==> src/rtl/vstep_unit.sv <==
module vstep_unit #(
  parameter int XLEN   = 64,
  parameter int STEP_W = 7,
  parameter int SUB_W  = 2
) (
  input  logic              clk,
  input  logic              rst_n,
  input  logic              in_valid,
  output logic              in_ready,
  input  logic [3:0]        sel,
  input  logic              step_en,
  input  logic              rec_en,
  input  logic [STEP_W-1:0] shape0,
  input  logic [STEP_W-1:0] shape1,
  input  logic [STEP_W-1:0] shape2,
  input  logic [STEP_W-1:0] shape3,
  input  logic [STEP_W-1:0] src_step,
  input  logic [STEP_W-1:0] dst_step,
  input  logic [SUB_W-1:0]  src_sub,
  input  logic [SUB_W-1:0]  dst_sub,
  input  logic              end_inner,
  input  logic              end_mid,
  input  logic              end_outer,
  input  logic              end_all,
  output logic              out_valid,
  output logic [XLEN-1:0]   result,
  output logic              adv,
  output logic              cond_wr,
  output logic [3:0]        cond,
  output logic              pack,
  output logic              unpack
);

  logic            fire;
  logic            is_mode;
  logic [XLEN-1:0] nxt_res;

  assign in_ready = 1'b1;
  assign fire     = in_valid && in_ready;
  assign is_mode  = (sel[3:2] == 2'b11);

  always_comb begin
    nxt_res = '0;
    case (sel)
      4'd1:    nxt_res = XLEN'(shape0);
      4'd2:    nxt_res = XLEN'(shape1);
      4'd3:    nxt_res = XLEN'(shape2);
      4'd4:    nxt_res = XLEN'(shape3);
      4'd5:    nxt_res = XLEN'(src_step);
      4'd6:    nxt_res = XLEN'(dst_step);
      4'd7:    nxt_res = XLEN'(src_sub);
      4'd8:    nxt_res = XLEN'(dst_sub);
      default: nxt_res = is_mode ? XLEN'(sel[1:0]) : '0;
    endcase
  end

  always_ff @(posedge clk) begin
    if (!rst_n) begin
      out_valid <= 1'b0;
      result    <= '0;
      adv       <= 1'b0;
      cond_wr   <= 1'b0;
      cond      <= '0;
      pack      <= 1'b0;
      unpack    <= 1'b0;
    end else begin
      out_valid <= fire;
      result    <= fire ? nxt_res : '0;
      adv       <= fire && (sel == 4'd0) && step_en;
      cond_wr   <= fire && rec_en;
      if (fire && rec_en)
        cond <= {end_all, end_outer, end_mid, end_inner};
      if (fire && is_mode) begin
        pack   <= sel[1];
        unpack <= sel[0];
      end
    end
  end

  assert_out_follows_accept_R2: assert property (@(posedge clk) disable iff (!rst_n)
    out_valid |-> $past(in_valid));

  assert_idle_result_zero_R2: assert property (@(posedge clk) disable iff (!rst_n)
    !out_valid |-> (result == '0));

  assert_adv_with_zero_result_R6: assert property (@(posedge clk) disable iff (!rst_n)
    adv |-> (out_valid && result == '0));

  assert_upper_bits_clear_R7: assert property (@(posedge clk) disable iff (!rst_n)
    result[XLEN-1:STEP_W] == '0);

  assert_cond_write_in_output_R8: assert property (@(posedge clk) disable iff (!rst_n)
    cond_wr |-> out_valid);

  assert_cond_hold_R8: assert property (@(posedge clk) disable iff (!rst_n)
    !(fire && rec_en) |=> $stable(cond));

  assert_mode_hold_R10: assert property (@(posedge clk) disable iff (!rst_n)
    !(fire && is_mode) |=> $stable({pack, unpack}));

endmodule

==> config.mk <==
export PLATFORM = sky130hd
export DESIGN_NAME = vstep_unit
export DESIGN_NICKNAME = d
export VERILOG_FILES = /design/src/rtl/vstep_unit.sv
export SDC_FILE = /design/constraint.sdc
export NUM_CORES = 1
export LEC_CHECK = 0
export ABC_CLOCK_PERIOD_IN_PS = 1200
export BUFFER_PORTS_ARGS = -buffer_cell sky130_fd_sc_hd__buf_2
export CAP_MARGIN = 5
export CORE_AREA = 2 2 81 83
export CTS_CLUSTER_DIAMETER = 100
export DETAILED_ROUTE_END_ITERATION = 6
export DIE_AREA = 0 0 83 85
export PLACE_DENSITY = 0.59
export SLEW_MARGIN = 10
export SYNTH_ARGS = -nofsm -noshare
export SYNTH_HDL_FRONTEND = slang
export SYNTH_SLANG_ARGS = --single-unit
==> constraint.sdc <==
create_clock -name clk -period 1.2 [get_ports clk]
set_input_delay 0 -clock clk [delete_from_list [all_inputs] [get_ports clk]]
set_output_delay 0 -clock clk [all_outputs]
set_load 0.02 [all_outputs]
==> results.yml, run 1 <==
setup_path:
  worst_path_max_fanout: 10
  rr_worst_depth: 2
  critPathRequiredTime_ns: 1.34
  cp_data_arrival_time_ns: 0.97
  critPathKind: "input port to flop"
  critPathCaptureType: "flop"
  start_kind: "input port"
grt:
  grt_pass1_vias: 1155
  grtUsageTotal_pct: 9.77
  grt_antenna_before_repair: 0
  grt_start_max_net_pins: 14
  global_route_wire_length_before_repair_mm: 5.54
  overflow: 0
run_status:
  run_status: "complete, no violations"
routing:
  routed_wl_mm: 3.79
  detail_route.first_pass.iterations: 2
  drt_drc_violations_left: 0
  route.vias.total: 1295
  dr.first_iter.drc_count: 60
  drt.antenna.violating_nets: 0
  detail_route.vias_per_cell: 3.92
  routedWlPerCell_um: 11.5
synthesis:
  number_of_warning_messages_in_the_yosys_log: 0
  yosysUniqueCellTypes: 42
  synth-seq-area-share_pct: 21.4
  postSynthCellCount: 177
  async_reset_ff_share_pct: 0
  postSynthRegisterBits: 16
  synth_ff_type: "dfxtp_1"
  synth.cell_area_um2: 1500
  average_instance_area_after_synthesis_um2: 8.45
  synth_edf_count: 0
placement:
  post-place-cells: 326
  dp_hpwl_mm: 3.26
  number_of_i_o_port_buffers: 74
  gpl.final_weighted_congestion: 0.762
final_layout:
  final-instance-count-excl-fill: 330
  areaGrowthSynthToFinish_pct: 19.6
  antennaDiodeCount: 0
  fillers: 681
  final_net_count: 313
  drive_gt1_share_pct: 39.1
floorplan:
  fp.dieW_um: 83
  core_area_um2: 6200
  initial_core_util_pct: 24.1
  placementRows: 29
  die-height_um: 85
  floorplan.die_area_um2: 7060
  floorplan.io_pins: 133
clock_tree:
  postCtsResizedCells: 0
  post-cts-setup-buffer-count: 0
  clock_tree_from_tritoncts: "built"
  max-clock-path-buffers: 2
  cts_hold_repair.buffers: 0
  cts-root-buf: "clkbuf_8"
  cts_num_sinks: 16
  count_of_h_tree_levels_built_during_cts: 1
  clk_transition_reported_paths_ns: 0.07
  tritoncts.num_buffers: 3
  worst_skew_pair.late_latency_ns: 0.24
sta:
  worst_clock_skew_ns: 0
  fin_tns_setup_ns: 0
  fin_crit_sh_pct: 69.5
  timing.final.crit_period_ns: 0.834
  fmaxAchievable_mhz: 1200
  finalSetupViolCount: 0
  grt_setup_unrepaired: "false"
  final_max_slew_viol_count: 0
  timing_hold_violations_final: 0
pwr:
  power_frac_clock_pct: 30.8
  netSwitchingPower_mw: 0.532
  power_density_nw_per_um2: 866
  fraction_of_power_consumed_by_sequential_logic_pct: 35.8
  p_leak_nw: 0.933
  cellInternalPower_mw: 1.02
  total_power_mw: 1.55
  irDropWorstVdd_uv: 447
  net_switching_fraction_of_the_power_pct: 34.3
  power_frac_comb_pct: 33.4
min_path:
  worst_hold_path.num_cells: 3
  holdCritPathClass: "input port to flop"
flow_run:
  maxCapViolCount: 0
==> per-stage QoR <==
| step | setup slack [ns] | instance area (um2) | utilization [%] | hold WS, ns |
|---|---|---|---|---|
| after floorplan | 0.223 | 1710 | - | 0.128 |
| after global placement | 0.117 | 1740 | 28.0 | 0.271 |
| after detailed placement | 0.0966 | 1740 | 28.0 | 0.276 |
| after CTS | 0.364 | 1790 | 28.9 | 0.00934 |
| after global routing | 0.237 | 1790 | 28.9 | 0.00945 |
| final | 0.366 | 1790 | 28.9 | 0.0156 |
==> per-layer routing <==
metal	track usage, %	vias up	part of all wire (%)
li1	-	641	-
met1	11.7	572	40
met2	15.6	78	46
met3	5.25	4	13
met4	1.94	0	0.79
met5	0	-	0
==> critical path, cell delays in order <==
cell      delay, ns
buf_2          0.23
buf_4          0.23
mux2i_1        0.19
nor3_1         0.05
a311oi_1       0.20
nor2_1         0.06
==> Yosys cell counts, types with 2 or more instances <==
| cell | count | share of area (%) |
|---|---|---|
| mux2i_1 | 10 | 6.7 |
| dfxtp_1 | 16 | 21 |
| a22oi_1 | 2 | 1.0 |
| a21oi_1 | 3 | 1.0 |
| mux2_2 | 4 | 3.0 |
| nand2_1 | 14 | 3.5 |
| conb_1 | 2 | 0.50 |
| nor3b_1 | 2 | 1.0 |
| buf_4 | 62 | 31 |
| a31oi_1 | 3 | 1.3 |
| nor2b_1 | 4 | 1.7 |
| buf_6 | 2 | 1.5 |
| o21ai_1 | 4 | 1.3 |
| nand3b_1 | 3 | 1.5 |
| nor2_1 | 4 | 1.0 |
| buf_2 | 2 | 0.67 |
| nand3_1 | 10 | 3.3 |
| nor3_1 | 3 | 1.0 |
| a21boi_0 | 4 | 2.0 |
==> final timing paths <==
check,from,endpoint,slack (ns)
hold / removal,end_all,cond[3]$_SDFFE_PN0P_,0.02
hold reg to reg,cond[0]$_SDFFE_PN0P_,cond[0]$_SDFFE_PN0P_,0.46
setup reg to reg,unpack$_SDFFE_PN0P_,unpack$_SDFFE_PN0P_,0.60
setup / recovery,sel[1],result[4]$_SDFF_PN0_,0.37
==> layout by cell type, fill, tap and decap left out, types with 3 or more instances in the layout <==
cell type	count
a31oi_1	3
mux2i_1	10
nand3b_1	3
nor2b_1	4
dfxtp_1	16
nand2_1	14
buf_2	74
nor3_1	3
conb_1	58
nand3_1	10
a21oi_1	3
clkbuf_8	4
nor2_1	4
o21ai_1	4
mux2_2	4
buf_4	8
a21boi_0	4
==> flip-flops by register name, indices dropped and copies added, names as in the netlist <==
signal,flops
cond,4
cond_wr,1
pack,1
result,7
unpack,1
adv,1
out_valid,1
==> power groups by stage <==
| stage | Sequential (mW) | Combinational [mW] | Clock (mW) |
|---|---|---|---|
| after detailed placement | 0.567 | 0.519 | 0 |
| final | 0.555 | 0.519 | 0.477 |
| after floorplan | 0.590 | 0.485 | 0 |
| after CTS | 0.555 | 0.520 | 0.503 |
| after global placement | 0.567 | 0.516 | 0 |
| after global routing | 0.556 | 0.559 | 0.536 |
==> layout make-up <==
class                      count  area (um2)  area share [%]
timing repair buffer          82         430            24.0
inverter                       1        3.75           0.210
multi-input combinational    150         885            49.4
tap                           77        96.3            5.38
sequential                    16         320            17.9
clock buffer                   4        55.1            3.07
==> logic make-up (layout without fill, tap and decap cells) <==
| group | after synthesis | in the layout | share of synthesized area (%) |
|---|---|---|---|
| other cells | 2 | 58 | 0.502 |
| mux | 16 | 16 | 11.5 |
| buf+inv | 67 | 87 | 33.5 |
| compound gates | 25 | 25 | 13.7 |
| xor+xnor | 1 | 1 | 0.585 |
| simple gates | 50 | 50 | 18.8 |
| flops | 16 | 16 | 21.4 |
Power figures use the tool's default switching activity.
==> run 2, diff against run 1 <==
--- a/config.mk
+++ b/config.mk
@@ -5,7 +5,7 @@
 export SDC_FILE = /design/constraint.sdc
 export NUM_CORES = 1
 export LEC_CHECK = 0
-export ABC_CLOCK_PERIOD_IN_PS = 1200
+export ABC_CLOCK_PERIOD_IN_PS = 800
 export BUFFER_PORTS_ARGS = -buffer_cell sky130_fd_sc_hd__buf_2
 export CAP_MARGIN = 5
 export CORE_AREA = 2 2 81 83
==> constraint.sdc (replaced) <==
create_clock -name clk -period 0.8 [get_ports clk]
set_input_delay 0 -clock clk [delete_from_list [all_inputs] [get_ports clk]]
set_output_delay 0 -clock clk [all_outputs]
set_load 0.02 [all_outputs]
==> run 2 against run 1 <==
Clock skew unchanged. Global-route usage up 0.76 points. First-iteration DRC count is 38% lower. Clock power rose by 54%. Setup slack got worse by 0.35 ns. Non-clock buffer count grew 17. Final area rose by 11%. Largest cell class unchanged. Sequential power up 50%. Utilization grew 3.1 points. Via count up 4.3%. Worst hold slack worse by 0.0013 ns. Sequential share of layout area fell by 1.7 points.
==> results.yml, run 2 (synthesized netlist as in run 1, its figures left out) <==
clock_tree:
  clk_transition_reported_paths_ns: 0.07
  post-cts-setup-buffer-count: 0
  cts_num_sinks: 16
  clock_tree_from_tritoncts: "built"
  worst_skew_pair.late_latency_ns: 0.25
  max-clock-path-buffers: 2
  count_of_h_tree_levels_built_during_cts: 1
  tritoncts.num_buffers: 3
  cts-root-buf: "clkbuf_8"
  cts_hold_repair.buffers: 0
flow_run:
  maxCapViolCount: 0
routing:
  dr.first_iter.drc_count: 37
  detail_route.first_pass.iterations: 4
  route.vias.total: 1351
  routed_wl_mm: 3.98
  routedWlPerCell_um: 11.5
  detail_route.vias_per_cell: 3.89
  drt_drc_violations_left: 0
  drt.antenna.violating_nets: 0
final_layout:
  final_common_cell: "buf_2"
  fillers: 691
  regMostFlops: "result"
  areaGrowthSynthToFinish_pct: 32.4
  final-instance-count-excl-fill: 347
  reg.largest.list: "result (7), cond (4)"
  layout.cells.most_common_list: "buf_2, conb_1, buf_4, dfxtp_1, nand2_1"
  drive_gt1_share_pct: 43.7
  number_of_flip_flops_under_the_largest_register_name: 7
  utilization_pct: 31.9
  final_net_count: 330
  antennaDiodeCount: 0
grt:
  grt_pass1_vias: 1266
  grtUsageTotal_pct: 10.5
  globalRouteMet1Util_pct: 12.4
  overflow: 0
  global_route_wire_length_before_repair_mm: 5.93
  grt_antenna_before_repair: 0
  met3_resource_use_gr_pct: 3.40
  grtUsageMet2_pct: 19.4
  grt_most_used_layer: "met2"
  grt_start_max_net_pins: 13
setup_path:
  worst_r2r_endpoint: "pack$_SDFFE_PN0P_"
  cp_cell_sequence: "buf_4"
  cp_num_buf_inv: 1
  rr_worst_depth: 2
  worst_path_max_fanout: 2
  start_kind: "flop"
  ff2ff_setup_slack_ns: 0.18
  crit-reg2reg-launch: "pack$_SDFFE_PN0P_"
  critPathKind: "flop to primary output"
  critPathCaptureType: "primary output"
  cp_data_arrival_time_ns: 0.78
  cpMaxStageDelayCell: "dfxtp_1"
  critPathRequiredTime_ns: 0.80
  critPathLaunch: "pack$_SDFFE_PN0P_"
  timing.critical_path.max_delay_family: "flip-flops"
  critical_path.max_stage_delay_ns: 0.37
pwr:
  netSwitchingPower_mw: 0.847
  irDropWorstVdd_uv: 733
  fraction_of_power_consumed_by_sequential_logic_pct: 34.0
  p_leak_nw: 1.03
  net_switching_fraction_of_the_power_pct: 34.5
  total_power_mw: 2.45
  power_density_nw_per_um2: 1240
  power_frac_clock_pct: 29.9
  cellInternalPower_mw: 1.61
  power_frac_comb_pct: 36.1
sta:
  fin_crit_sh_pct: 98.0
  finalSetupViolCount: 0
  timing.final.crit_period_ns: 0.784
  fin_tns_setup_ns: 0
  fmaxAchievable_mhz: 1280
  worst_clock_skew_ns: 0
  worst_slack_ns: 0.0161
  final_max_slew_viol_count: 0
  timing_hold_violations_final: 0
floorplan:
  floorplan.io_pins: 133
  core_area_um2: 6200
  placementRows: 29
  floorplan.die_area_um2: 7060
  fp.dieW_um: 83
  initial_core_util_pct: 24.1
  die-height_um: 85
placement:
  gpl.final_weighted_congestion: 0.821
  dp_hpwl_mm: 3.43
  post-place-cells: 343
  detailedPlace.worstSlack_ns: -0.341
  number_of_i_o_port_buffers: 74
min_path:
  min_from: "end_mid"
  worst_hold_path.num_cells: 3
  hold_end: "cond[1]$_SDFFE_PN0P_"
  holdCritPathClass: "input port to flop"
run_status:
  run_status: "complete, no violations"
run 2: layout make-up:
class | instances | area (um2) | share of cell area, %
multi-input combinational | 150 | 918 | 46.4
timing repair buffer | 99 | 587 | 29.6
sequential | 16 | 320 | 16.2
tap | 77 | 96.3 | 4.86
clock buffer | 4 | 55.1 | 2.78
inverter | 1 | 3.75 | 0.190
run 2: routing by layer:
layer | vias up | share of wire [%]
met1 | 588 | 42
met4 | 0 | 0.25
li1 | 680 | -
met2 | 81 | 49
met3 | 2 | 9.5
met5 | - | 0
run 2: stage by stage:
step / hold WS, ns / cell area, um2
after global placement: 0.272 / 1880
after CTS: 0.00967 / 1940
after floorplan: 0.128 / 1750
final: 0.0143 / 1980
after global routing: 0.0199 / 1980
after detailed placement: 0.276 / 1880
run 2: worst max path at each step:
| stage | to | slack (ns) | depth (start not counted) |
|---|---|---|---|
| 4_1_cts | result[2]$_SDFF_PN0_ | 0.002 | 5 |
| 3_3_place_gp | result[1]$_SDFF_PN0_ | -0.30 | 5 |
| 5_1_grt | pack | -0.008 | 1 |
| 6_report | pack | 0.02 | 1 |
| 3_5_place_dp | result[4]$_SDFF_PN0_ | -0.34 | 6 |
| 2_1_floorplan | result[2]$_SDFF_PN0_ | -0.08 | 5 |
run 2: timing repair:
item / CTS / global route
pin swaps: 0 / 2
cloned: 0 / 0
gates resized for setup: 2 / 11
endpoints found under the setup margin: 3 / 7
run 2: power groups by stage:
stage / clock network [mW] / logic (mW) / registers, mW
global route: 0.789 / 0.960 / 0.836
CTS: 0.760 / 0.867 / 0.833
finish: 0.734 / 0.886 / 0.834
floorplan: 0 / 0.749 / 0.885
detailed placement: 0 / 0.861 / 0.851
global placement: 0 / 0.859 / 0.851
